[src/rtl/nc_issue_pkg.sv]
package nc_issue_pkg;
    typedef enum logic [1:0] {
        ST_IDLE     = 2'd0,
        ST_REQ      = 2'd1,
        ST_WAIT_RSP = 2'd2,
        ST_WAIT_ACK = 2'd3
    } issue_st_e;
endpackage

[src/rtl/nc_ptr_step.sv]
module nc_ptr_step #(
    parameter int DEPTH = 8,
    localparam int IDX_W = (DEPTH > 1) ? $clog2(DEPTH) : 1
) (
    input  logic             clk,
    input  logic             rst_n,
    input  logic             step,
    output logic [IDX_W:0]   ptr
);
    localparam logic [IDX_W-1:0] LAST = IDX_W'(DEPTH - 1);

    logic             wrap_q;
    logic [IDX_W-1:0] idx_q;

    always_ff @(posedge clk) begin
        if (!rst_n) begin
            wrap_q <= 1'b0;
            idx_q  <= '0;
        end else if (step) begin
            if (idx_q == LAST) begin
                idx_q  <= '0;
                wrap_q <= ~wrap_q;
            end else begin
                idx_q  <= idx_q + 1'b1;
            end
        end
    end

    assign ptr = {wrap_q, idx_q};


    idx_range_chk: assert property (@(posedge clk) disable iff (!rst_n)
        32'(idx_q) < DEPTH);
endmodule

[src/rtl/nc_issue_fsm.sv]
module nc_issue_fsm
    import nc_issue_pkg::*;
(
    input  logic clk,
    input  logic rst_n,
    input  logic ost_mode,
    input  logic flush,
    input  logic head_go,
    input  logic req_ready,
    input  logic rsp_valid,
    input  logic ack_valid,
    output logic req_valid,
    output logic advance
);
    issue_st_e st_q, st_d;
    logic      fire;

    assign fire = req_valid && req_ready;

    always_comb begin
        st_d = st_q;
        unique case (st_q)
            ST_IDLE:     if (head_go && !flush) st_d = ST_REQ;
            ST_REQ: begin
                if (fire)       st_d = ost_mode ? ST_WAIT_ACK : ST_WAIT_RSP;
                else if (flush) st_d = ST_IDLE;
            end
            ST_WAIT_RSP: if (rsp_valid) st_d = ST_IDLE;
            ST_WAIT_ACK: if (ack_valid) st_d = ST_IDLE;
            default:     st_d = ST_IDLE;
        endcase
    end

    always_ff @(posedge clk) begin
        if (!rst_n) st_q <= ST_IDLE;
        else        st_q <= st_d;
    end

    always_comb begin
        req_valid = 1'b0;
        advance   = 1'b0;
        unique case (st_q)
            ST_IDLE:     ;
            ST_REQ:      req_valid = 1'b1;
            ST_WAIT_RSP: advance = rsp_valid;
            ST_WAIT_ACK: advance = ack_valid;
            default:     ;
        endcase
    end


    req_cause_chk: assert property (@(posedge clk) disable iff (!rst_n)
        $rose(req_valid) |-> $past(head_go && !flush));

    req_hold_chk: assert property (@(posedge clk) disable iff (!rst_n)
        req_valid && !req_ready && !flush |=> req_valid);

    no_reissue_chk: assert property (@(posedge clk) disable iff (!rst_n)
        fire |=> !req_valid);
endmodule

[src/rtl/nc_store_issue.sv]
module nc_store_issue #(
    parameter int DEPTH = 8,
    localparam int IDX_W = (DEPTH > 1) ? $clog2(DEPTH) : 1
) (
    input  logic             clk,
    input  logic             rst_n,
    input  logic             ost_mode,
    input  logic             flush,
    input  logic             head_rdy,
    input  logic [IDX_W:0]   enq_ptr,
    output logic             req_valid,
    input  logic             req_ready,
    output logic [IDX_W-1:0] req_idx,
    input  logic             rsp_valid,
    input  logic             ack_valid,
    output logic [IDX_W:0]   rd_ptr,
    output logic [IDX_W:0]   deq_ptr,
    output logic             q_empty,
    output logic             q_full
);
    localparam int N_PTR = 2;

    logic             advance;
    logic             head_go;
    logic [IDX_W:0]   ptrs [N_PTR];

    assign q_empty = (enq_ptr == rd_ptr);
    assign q_full  = (enq_ptr[IDX_W-1:0] == deq_ptr[IDX_W-1:0]) &&
                     (enq_ptr[IDX_W] != deq_ptr[IDX_W]);
    assign head_go = head_rdy && !q_empty;

    nc_issue_fsm u_fsm (
        .clk       (clk),
        .rst_n     (rst_n),
        .ost_mode  (ost_mode),
        .flush     (flush),
        .head_go   (head_go),
        .req_ready (req_ready),
        .rsp_valid (rsp_valid),
        .ack_valid (ack_valid),
        .req_valid (req_valid),
        .advance   (advance)
    );

    for (genvar g = 0; g < N_PTR; g++) begin : g_ptr
        nc_ptr_step #(.DEPTH(DEPTH)) u_ptr (
            .clk   (clk),
            .rst_n (rst_n),
            .step  (advance),
            .ptr   (ptrs[g])
        );
    end

    assign rd_ptr  = ptrs[0];
    assign deq_ptr = ptrs[1];
    assign req_idx = rd_ptr[IDX_W-1:0];


    ptr_lockstep_chk: assert property (@(posedge clk) disable iff (!rst_n)
        rd_ptr == deq_ptr);

    adv_cause_chk: assert property (@(posedge clk) disable iff (!rst_n)
        (rd_ptr != $past(rd_ptr)) |-> $past(rsp_valid || ack_valid));

    idx_hold_chk: assert property (@(posedge clk) disable iff (!rst_n)
        req_valid && !req_ready && !flush |=> $stable(req_idx));
endmodule

[config.mk]
export PLATFORM = sky130hd
export DESIGN_NAME = nc_store_issue
export DESIGN_NICKNAME = d
export VERILOG_FILES = /design/src/rtl/nc_issue_pkg.sv /design/src/rtl/nc_ptr_step.sv /design/src/rtl/nc_issue_fsm.sv /design/src/rtl/nc_store_issue.sv
export SDC_FILE = /design/constraint.sdc
export NUM_CORES = 1
export LEC_CHECK = 0
export CAP_MARGIN = 20
export CORE_UTILIZATION = 37
export CTS_BUF_LIST = sky130_fd_sc_hd__clkbuf_4 sky130_fd_sc_hd__clkbuf_8
export CTS_CLUSTER_SIZE = 25
export DETAILED_ROUTE_END_ITERATION = 10
export DONT_BUFFER_PORTS = 1
export PLACE_DENSITY = 0.61
export SYNTH_ARGS = -nofsm -noshare
export SYNTH_HDL_FRONTEND = slang
export SYNTH_SLANG_ARGS = --single-unit
export TNS_END_PERCENT = 50
[constraint.sdc]
create_clock -name clk -period 1.59 [get_ports clk]
set_clock_uncertainty 0.2 [all_clocks]
set_input_delay 0.3975 -clock clk [delete_from_list [all_inputs] [get_ports clk]]
set_output_delay 0.3975 -clock clk [all_outputs]
set_load 0.005 [all_outputs]
### Word level (Yosys, flattened, before mapping)

Index checks and enable logic that the tools add are counted.

| storage, ports and cells | value |
|---|---|
| output and inout port bits | 14 |
| flip-flop bits (word level) | 10 |
| word-level logic and storage cells | 42 |

| cells by class | value |
|---|---|
| add/subtract/negate cells | 2 |
| equal/unequal tests | 12 |
| mux-type cells | 11 |
| bitwise gates (word level) | 2 |
| reductions and logical operators | 10 |

Operator list:

| operator | count |
|---|---|
| 2-bit 2-to-1 mux | 5 |
| 2-bit one-hot mux with 4 select lines | 1 |
| 3-bit by 1-bit adder with 3-bit output (second input constant) | 2 |
| 3-bit equality test (second input constant) | 2 |
| 3-bit 2-to-1 mux | 2 |
| 2-bit equality test (second input constant) | 2 |
| 4-bit equality test | 1 |
| 1-bit logical AND | 4 |
| 2-bit inequality test (second input constant) | 2 |
| 2-bit AND reduction | 2 |
| 4-bit AND reduction | 1 |
| 3-bit equality test | 1 |
| 3-bit by 2-bit inequality test with 1-bit output (second input constant) | 1 |
| 2-bit by 1-bit equality test with 1-bit output (second input constant) | 1 |
| 1-bit zero test | 2 |
| 2-bit zero test | 1 |
| 1-bit 2-to-1 mux | 2 |
| 2-bit by 1-bit inequality test with 1-bit output (second input constant) | 1 |
| 1-bit NOT | 2 |
| 1-bit one-hot mux with 2 select lines | 1 |
| 1-bit inequality test | 1 |

### Longest topological paths before layout

Gate-level depths: netlist of the first run.

| depth | value |
|---|---|
| depth in word-level cells | 6 |
| depth in mapped cells | 4 |
| mapped depth without buffers | 4 |

### By module

A second synthesis of the first run with hierarchy kept.

| second synthesis, totals | value |
|---|---|
| cells, all modules | 67 |
| area total of the unflattened synthesis | 646.9 µm² |

Modules (own cells, without submodules):

| module | instances | cells an instance | area an instance (µm²) |
|---|---|---|---|
| nc_ptr_step | 2 | 18 | 195.2 |
| nc_issue_fsm | 1 | 17 | 140.1 |
| nc_store_issue | 1 | 14 | 116.4 |

### Worst setup path after synthesis of the first run

OpenSTA, ideal clock, no wires.

| path | value |
|---|---|
| path kind | register to register |
| start point | register g_ptr[0].u_ptr.idx_q[0] |
| end point | register g_ptr[0].u_ptr.idx_q[0] |
| path buffers | 0 |
| arrival time | 1283 ps |
| clock period less this slack | 1553 ps |
| library setup time | 70 ps |
| cell stages (with the launch flop) | 5 |
| required time | 1320 ps |
| slack | 37 ps |
| cells stage by stage | dfxtp_1 ha_1 ha_1 or4_1 a21boi_1 |

| between the ends | value |
|---|---|
| cells in the longest elaborated chain, start to end | 2 |
| elaborated cells between the ends (all ways) | 3 |
| those cells by class | add/sub: 1; eq/ne: 1; mux: 1 |

Ends and longest elaborated chain:

| what | line | source |
|---|---|---|
| start: declaration | nc_ptr_step.sv:13 | `logic [IDX_W-1:0] idx_q;` |
| start signal: assignment | nc_ptr_step.sv:24 | `idx_q <= idx_q + 1'b1;` |
| 3-bit by 1-bit adder with 3-bit output / 3-bit equality test (equally long branches) | nc_ptr_step.sv:24, nc_ptr_step.sv:20 |  |
| 3-bit 2-to-1 mux (*) | nc_ptr_step.sv:20 | `if (idx_q == LAST) begin` |

Mark *: on every way between the ends. The rest lies on a longest branch, timed or not.
A chain may end at the register's enable or synchronous reset.

### Final worst setup path of the first run

| path | value |
|---|---|
| start point | register g_ptr[0].u_ptr.wrap_q |
| end point | output port q_empty |

| between the ends | value |
|---|---|
| cells in the longest elaborated chain, start to end | 1 |

Ends and longest elaborated chain:

| what | line | source |
|---|---|---|
| start: declaration | nc_ptr_step.sv:12 | `logic wrap_q;` |
| start signal: assignment | nc_ptr_step.sv:22 | `wrap_q <= ~wrap_q;` |
| 4-bit equality test | nc_store_issue.sv:27 | `assign q_empty = (enq_ptr == rd_ptr);` |
| end: declaration | nc_store_issue.sv:18 | `output logic q_empty,` |

No other way between the ends.

==> metrics.md, run 1 <==
| Metric | Value |
|---|---|
| Reg-to-reg startpoint | `g_ptr[0].u_ptr.idx_q[1]` |
| Slew margin rel. | `0.771` |
| Met2 routed WL | `722 um` |
| CTS tree | `yes` |
| Clk root buf | `clkbuf_4` |
| Ys flop type | `dfxtp_1` |
| Failing checks | `DRC, setup timing` |
| Via density | `5.76` |
| Max_cap viols | `0` |
| Number of remaining DRC errors | `1` |
| Setup CP Type | `reg -> out` |
| Die area | `1930 sq um` |
| DR top layer | `met4` |
| Synth area leader | `dfxtp_1` |
| Total grt overflow | `0` |
| Share of cells above drive strength 1 | `0.313` |
| First-pass GRT wire length | `2.26 mm` |
| Num CTS Buffers | `3` |
| Vias | `553` |
| Drt wl/cell | `15.1 um` |
| Reg-to-reg setup timing slack | `-0.07 ns` |
| Pin count of the biggest net entering global routing | `13` |
| Tot Pwr | `0.000507 W` |
| Fillcell total | `151` |
| Die Ht | `43.9 um` |
| Dominant cells by area after synthesis | `dfxtp_1 31%, xor2_1 9.4%, ha_1 7.7%` |
| Mapped Area | `649 sq um` |
| Routed Wire Length | `1.45 mm` |
| Placed wire-length estimate | `1.05 mm` |
| Initial DRT Pass Iterations | `7` |
| H-tree levels | `1` |
| Wl on met1 | `592 um` |
| Tmin final | `1.74 ns` |
| # rows | `14` |
| I/O pins | `26` |
| RSZ-0062 raised after global routing | `yes` |
| Crit-path max FO | `2` |
| Starting Density | `0.412` |
| Post-synthesis sequential area ratio | `0.308` |
| Gr usage total | `0.170` |
| Setup WS post-layout | `-0.146 ns` |
| Slew Viols, Final | `0` |
| Pwr/cell area | `651 nW/um^2` |
| Clock latency on the worst-skew pair | `0.27 ns` |
| Type of the tightest min-delay check | `in -> reg` |
| CP required | `0.99 ns` |
| Initial antenna violation count | `0` |
| FF-to-FF End | `g_ptr[0].u_ptr.idx_q[0]` |
| Clock transition at path regs | `0.06 ns` |
| Reg area | `208 sq um` |
| Post-synth EDFFs | `0` |
| Final hold violation count | `0` |
| Gpl congestion | `0.737` |
| Die width | `43.9 um` |
| R2R depth | `4` |
| Status | `finished, violations left` |
| Ys async rst share | `0` |
| Worst-path cell chain | `xor2_1, nor4_4` |
| Syn_nets | `89` |
| Cells after synthesis | `73` |
| Unique masters post-synth | `25` |
| Type of destination of the critical path | `output port` |
| Highest clock rate | `0.576 GHz` |
| Hold_ws | `0.0463 ns` |
| Core Footprint | `1580 sq um` |
| Post-Synthesis Mean Instance Area | `8.90 sq um` |
| Max IR drop VDD | `0.474 mV` |
| Arr. time, crit path | `1.14 ns` |
| CP startpoint | `g_ptr[0].u_ptr.wrap_q` |
| Final core utilization | `0.494` |
| DR WL met3 | `88 um` |
| Antenna cell count | `0` |
| Area of the multi-input gates | `435 sq um` |
| P_leak | `0.333 nW` |
| Syn. warnings | `0` |
| Antenna violation net count after detailed routing | `0` |
| Final setup violation count | `3` |
| Share of the synthesized area in the top cell type | `0.308` |
| Final Net Count | `98` |
| CTS sink cnt | `10` |
| Worst setup path end | `q_empty` |
| Slowest CP cell | `nor4_4` |
| Final Cycle Share | `1.09` |
| Slew @ Worst Pin | `0.338 ns` |
| Vias in the first global route | `519` |
| CP max stage delay | `0.34 ns` |
| Most frequent cells in the layout | `10 x buf_4, 6 x xor2_1, 6 x nand3_1, 6 x o21ai_0, 6 x dfxtp_2` |
| Port Buffer Count | `0` |
| Initial detailed-routing violation count | `4` |
| Seq cells post-synth | `10` |
| Commonest non-fill, non-tap cell in the layout | `buf_4` |
| Area Growth Syn to Fin | `20.0%` |
| CP Launch Type | `flip-flop` |
| Clock Path Buffers | `2` |
[kinds of logic after synthesis]
family / Yosys count / synth area share
AOI/OAI and AO/OA: 17 / 0.175
xor gates and xnor gates: 8 / 0.108
adders and majority gates: 4 / 0.0771
buffers and inverters: 9 / 0.0828
DFF: 10 / 0.308
muxes: 4 / 0.0636
and+or+nand+nor: 21 / 0.185
[how the worst min path moves through the flow]
stage | depth (start not counted) | from | slack, ns | to
2_1_floorplan | 2 | g_ptr[0].u_ptr.wrap_q | 0.27 | g_ptr[0].u_ptr.wrap_q
3_3_place_gp | 2 | g_ptr[1].u_ptr.wrap_q | 0.30 | g_ptr[1].u_ptr.wrap_q
3_5_place_dp | 2 | g_ptr[1].u_ptr.wrap_q | 0.31 | g_ptr[1].u_ptr.wrap_q
4_1_cts | 2 | rst_n | 0.04 | u_fsm.st_q[0]
5_1_grt | 2 | rst_n | 0.05 | u_fsm.st_q[0]
6_report | 2 | rst_n | 0.05 | u_fsm.st_q[0]
[sequential cells by signal (all words and copies together), names as in the netlist]
name / flops
g_ptr.u_ptr.idx_q: 6
g_ptr.u_ptr.wrap_q: 2
u_fsm.st_q: 2
[power breakdown]
| part | switching [W] | internal (W) |
|---|---|---|
| clock | 0.0000854 | 0.0000875 |
| combinational | 0.0000374 | 0.0000369 |
| sequential | 0.00000429 | 0.000256 |
[critical path, delay by kind of cell (launching register included)]
kind	cells	cell delay, ns
and+or+nand+nor	1	0.34
DFF	1	0.32
xor gates and xnor gates	1	0.20
[synth_stat cells (2+ instances only)]
cell type / instances
a21boi_1: 5
ha_1: 4
a21boi_0: 3
or4_1: 2
xor2_1: 7
buf_4: 5
nand2b_1: 4
o21ai_0: 6
nand3_1: 6
nand2_1: 4
nor4_1: 2
mux2i_1: 3
dfxtp_1: 10
[layer usage]
layer  up-vias  GRT usage
li1        274          -
met1       259      0.178
met2        14      0.278
met3         6     0.0875
met4         0     0.0909
met5         -          0
[per-stage QoR]
stage / TNS, ns / instance area (sq um) / worst slack [ns] / cells
after global placement: 0 / 706 / 0.0194 / 93
after CTS: -0.286 / 743 / -0.152 / 96
final: -0.303 / 779 / -0.146 / 96
after global routing: -0.506 / 779 / -0.185 / 96
after floorplan: 0 / 649 / 0.0367 / 73
after detailed placement: 0 / 706 / 0.0105 / 93
[final cells by class]
class | count | area share
sequential | 10 | 0.266
timing repair buffer | 11 | 0.111
inverter | 2 | 0.00963
multi-input combinational | 54 | 0.559
clock buffer | 3 | 0.0289
tap | 16 | 0.0257
[what timing repair did]
item	in CTS	in global routing
pin swaps	0	2
setup endpoints to repair	3	5
gates resized for setup	4	8
hold endpoints to repair	0	0
buffers inserted	0	0
hold buffers	0	0
No activity file was read; power rests on OpenSTA's default activity.
==> run 2, diff against run 1 <==
--- a/config.mk
+++ b/config.mk
@@ -6,12 +6,14 @@
 export NUM_CORES = 1
 export LEC_CHECK = 0
 export CAP_MARGIN = 20
+export CORE_ASPECT_RATIO = 0.8
 export CORE_UTILIZATION = 37
 export CTS_BUF_LIST = sky130_fd_sc_hd__clkbuf_4 sky130_fd_sc_hd__clkbuf_8
 export CTS_CLUSTER_SIZE = 25
 export DETAILED_ROUTE_END_ITERATION = 10
 export DONT_BUFFER_PORTS = 1
 export PLACE_DENSITY = 0.61
+export SLEW_MARGIN = 15
 export SYNTH_ARGS = -nofsm -noshare
 export SYNTH_HDL_FRONTEND = slang
 export SYNTH_SLANG_ARGS = --single-unit
==> run 2 against run 1 <==
  * The run ends with setup timing left
  * Worst hold slack better by 0.0095 ns
  * Non-clock buffer count up 1
  * Flip-flop and latch count unchanged
  * Via count down 1.8%
  * Final cell count up 7.3%
  * Critical path depth unchanged
  * First-iteration DRC count up 75%
  * Critical path type unchanged
  * Highest routed layer unchanged
==> metrics.md, run 2 (synthesis results as in run 1) <==
| Metric | Value |
|---|---|
| Status | `finished, violations left` |
| Failing checks | `setup timing` |
| Delay-heaviest family, CP | `flip-flops` |
| Wl on met1 | `622 um` |
| I/O pins | `26` |
| Type of destination of the critical path | `output port` |
| Clock Path Buffers | `2` |
| Met2 routed WL | `721 um` |
| Core Footprint | `1640 sq um` |
| Slew @ Worst Pin | `0.298 ns` |
| Via density | `5.27` |
| Total grt overflow | `0` |
| Final core utilization | `0.488` |
| First-pass GRT wire length | `2.18 mm` |
| Number of remaining DRC errors | `0` |
| Hold path depth | `2` |
| Gpl congestion | `0.734` |
| CP max stage delay | `0.34 ns` |
| Pwr/cell area | `621 nW/um^2` |
| Die Ht | `39.5 um` |
| DR top layer | `met4` |
| Final hold violation count | `0` |
| DR WL met3 | `66 um` |
| Top flop regs | `g_ptr.u_ptr.idx_q: 6 flops, g_ptr.u_ptr.wrap_q: 2 flops, u_fsm.st_q: 2 flops` |
| Type of the tightest min-delay check | `in -> reg` |
| Gr usage total | `0.163` |
| Final Net Count | `99` |
| Setup WS post-layout | `-0.125 ns` |
| Slowest CP cell | `dfxtp_2` |
| Register with the most flip-flops | `g_ptr.u_ptr.idx_q` |
| Area of the multi-input gates | `440 sq um` |
| CTS sink cnt | `10` |
| Initial detailed-routing violation count | `7` |
| Worst-path cell chain | `xor2_1, nor4_2` |
| Vias | `543` |
| Hold Crit Start | `rst_n` |
| Setup WS pre-CTS | `0.00155 ns` |
| Reg area | `206 sq um` |
| CP Launch Type | `flip-flop` |
| Pin count of the biggest net entering global routing | `13` |
| Antenna cell count | `0` |
| CTS tree | `yes` |
| Starting Density | `0.395` |
| Num CTS Buffers | `3` |
| H-tree levels | `1` |
| P_leak | `0.330 nW` |
| Antenna violation net count after detailed routing | `0` |
| Clock latency on the worst-skew pair | `0.26 ns` |
| Levels on crit path | `2` |
| Port Buffer Count | `0` |
| Reg-to-reg setup timing slack | `-0.05 ns` |
| Final setup violation count | `3` |
| R2R depth | `5` |
| Placed insts | `99` |
| Area Growth Syn to Fin | `23.5%` |
| CP Buf/Inv Count | `0` |
| Arr. time, crit path | `1.12 ns` |
| Tmin final | `1.71 ns` |
| Final Cycle Share | `1.08` |
| Share of cells above drive strength 1 | `0.346` |
| Reg-to-reg startpoint | `g_ptr[1].u_ptr.idx_q[0]` |
| # rows | `13` |
| CP startpoint | `g_ptr[0].u_ptr.idx_q[2]` |
| Die area | `1930 sq um` |
| Drt wl/cell | `13.8 um` |
| Initial DRT Pass Iterations | `5` |
| Crit-path max FO | `4` |
| Max_cap viols | `0` |
| Routed Wire Length | `1.42 mm` |
| CP required | `0.99 ns` |
| Clk root buf | `clkbuf_4` |
| Fillcell total | `157` |
| Die width | `48.8 um` |
| Clock transition at path regs | `0.06 ns` |
| Highest clock rate | `0.583 GHz` |
| Placed wire-length estimate | `1.05 mm` |
| Initial antenna violation count | `0` |
| Most frequent cells in the layout | `10 x buf_4, 7 x xor2_1, 6 x nand3_1, 6 x o21ai_0` |
| Commonest non-fill, non-tap cell in the layout | `buf_4` |
| Setup CP Type | `reg -> out` |
| Finished Layout Cells | `103` |
| Max IR drop VDD | `0.490 mV` |
| Max reg flops | `6` |
| Vias in the first global route | `509` |
| RSZ-0062 raised after global routing | `yes` |
| Slew margin rel. | `0.799` |
| Slew Viols, Final | `0` |
[run 2: through the flow]
step                      total power (W)  setup TNS (ns)  hold WS (ns)  instance area (sq um)
after floorplan                  0.000311               0         0.271                    649
after global placement           0.000329               0         0.302                    713
after detailed placement         0.000331               0         0.319                    713
after CTS                        0.000503          -0.361        0.0547                    792
after global routing             0.000526          -0.429        0.0493                    802
final                            0.000498          -0.286        0.0558                    802
[run 2: cell type report]
type,instances,area share
multi-input cells,54,0.549
flip-flops and latches,10,0.257
well taps,22,0.0343
inverters,2,0.00936
repair buffers,12,0.122
clock buffers,3,0.0281
[run 2: metal layers]
layer | track usage | up-vias
li1 | - | 273
met1 | 0.162 | 257
met2 | 0.288 | 11
met3 | 0.0775 | 2
met4 | 0.0956 | 0
met5 | 0 | -
[run 2: path summary, 6_finish.rpt]
check,end
min reg2reg,g_ptr[0].u_ptr.idx_q[1]
max reg2reg,g_ptr[1].u_ptr.idx_q[0]
min,u_fsm.st_q[0]
max,q_empty
[run 2: power by group]
part           internal [W]  switching, W  leakage [nW]
clock             0.0000870     0.0000776        0.0138
sequential         0.000256    0.00000470        0.0832
combinational     0.0000366     0.0000362         0.233
total              0.000380      0.000119         0.330
[run 2: what timing repair did]
| item | in CTS | in global routing |
|---|---|---|
| pin swaps | 5 | 2 |
| setup buffers | 1 | 0 |
| resized for setup | 11 | 4 |
| hold buffers | 0 | 0 |
| endpoints found under the setup margin | 3 | 5 |
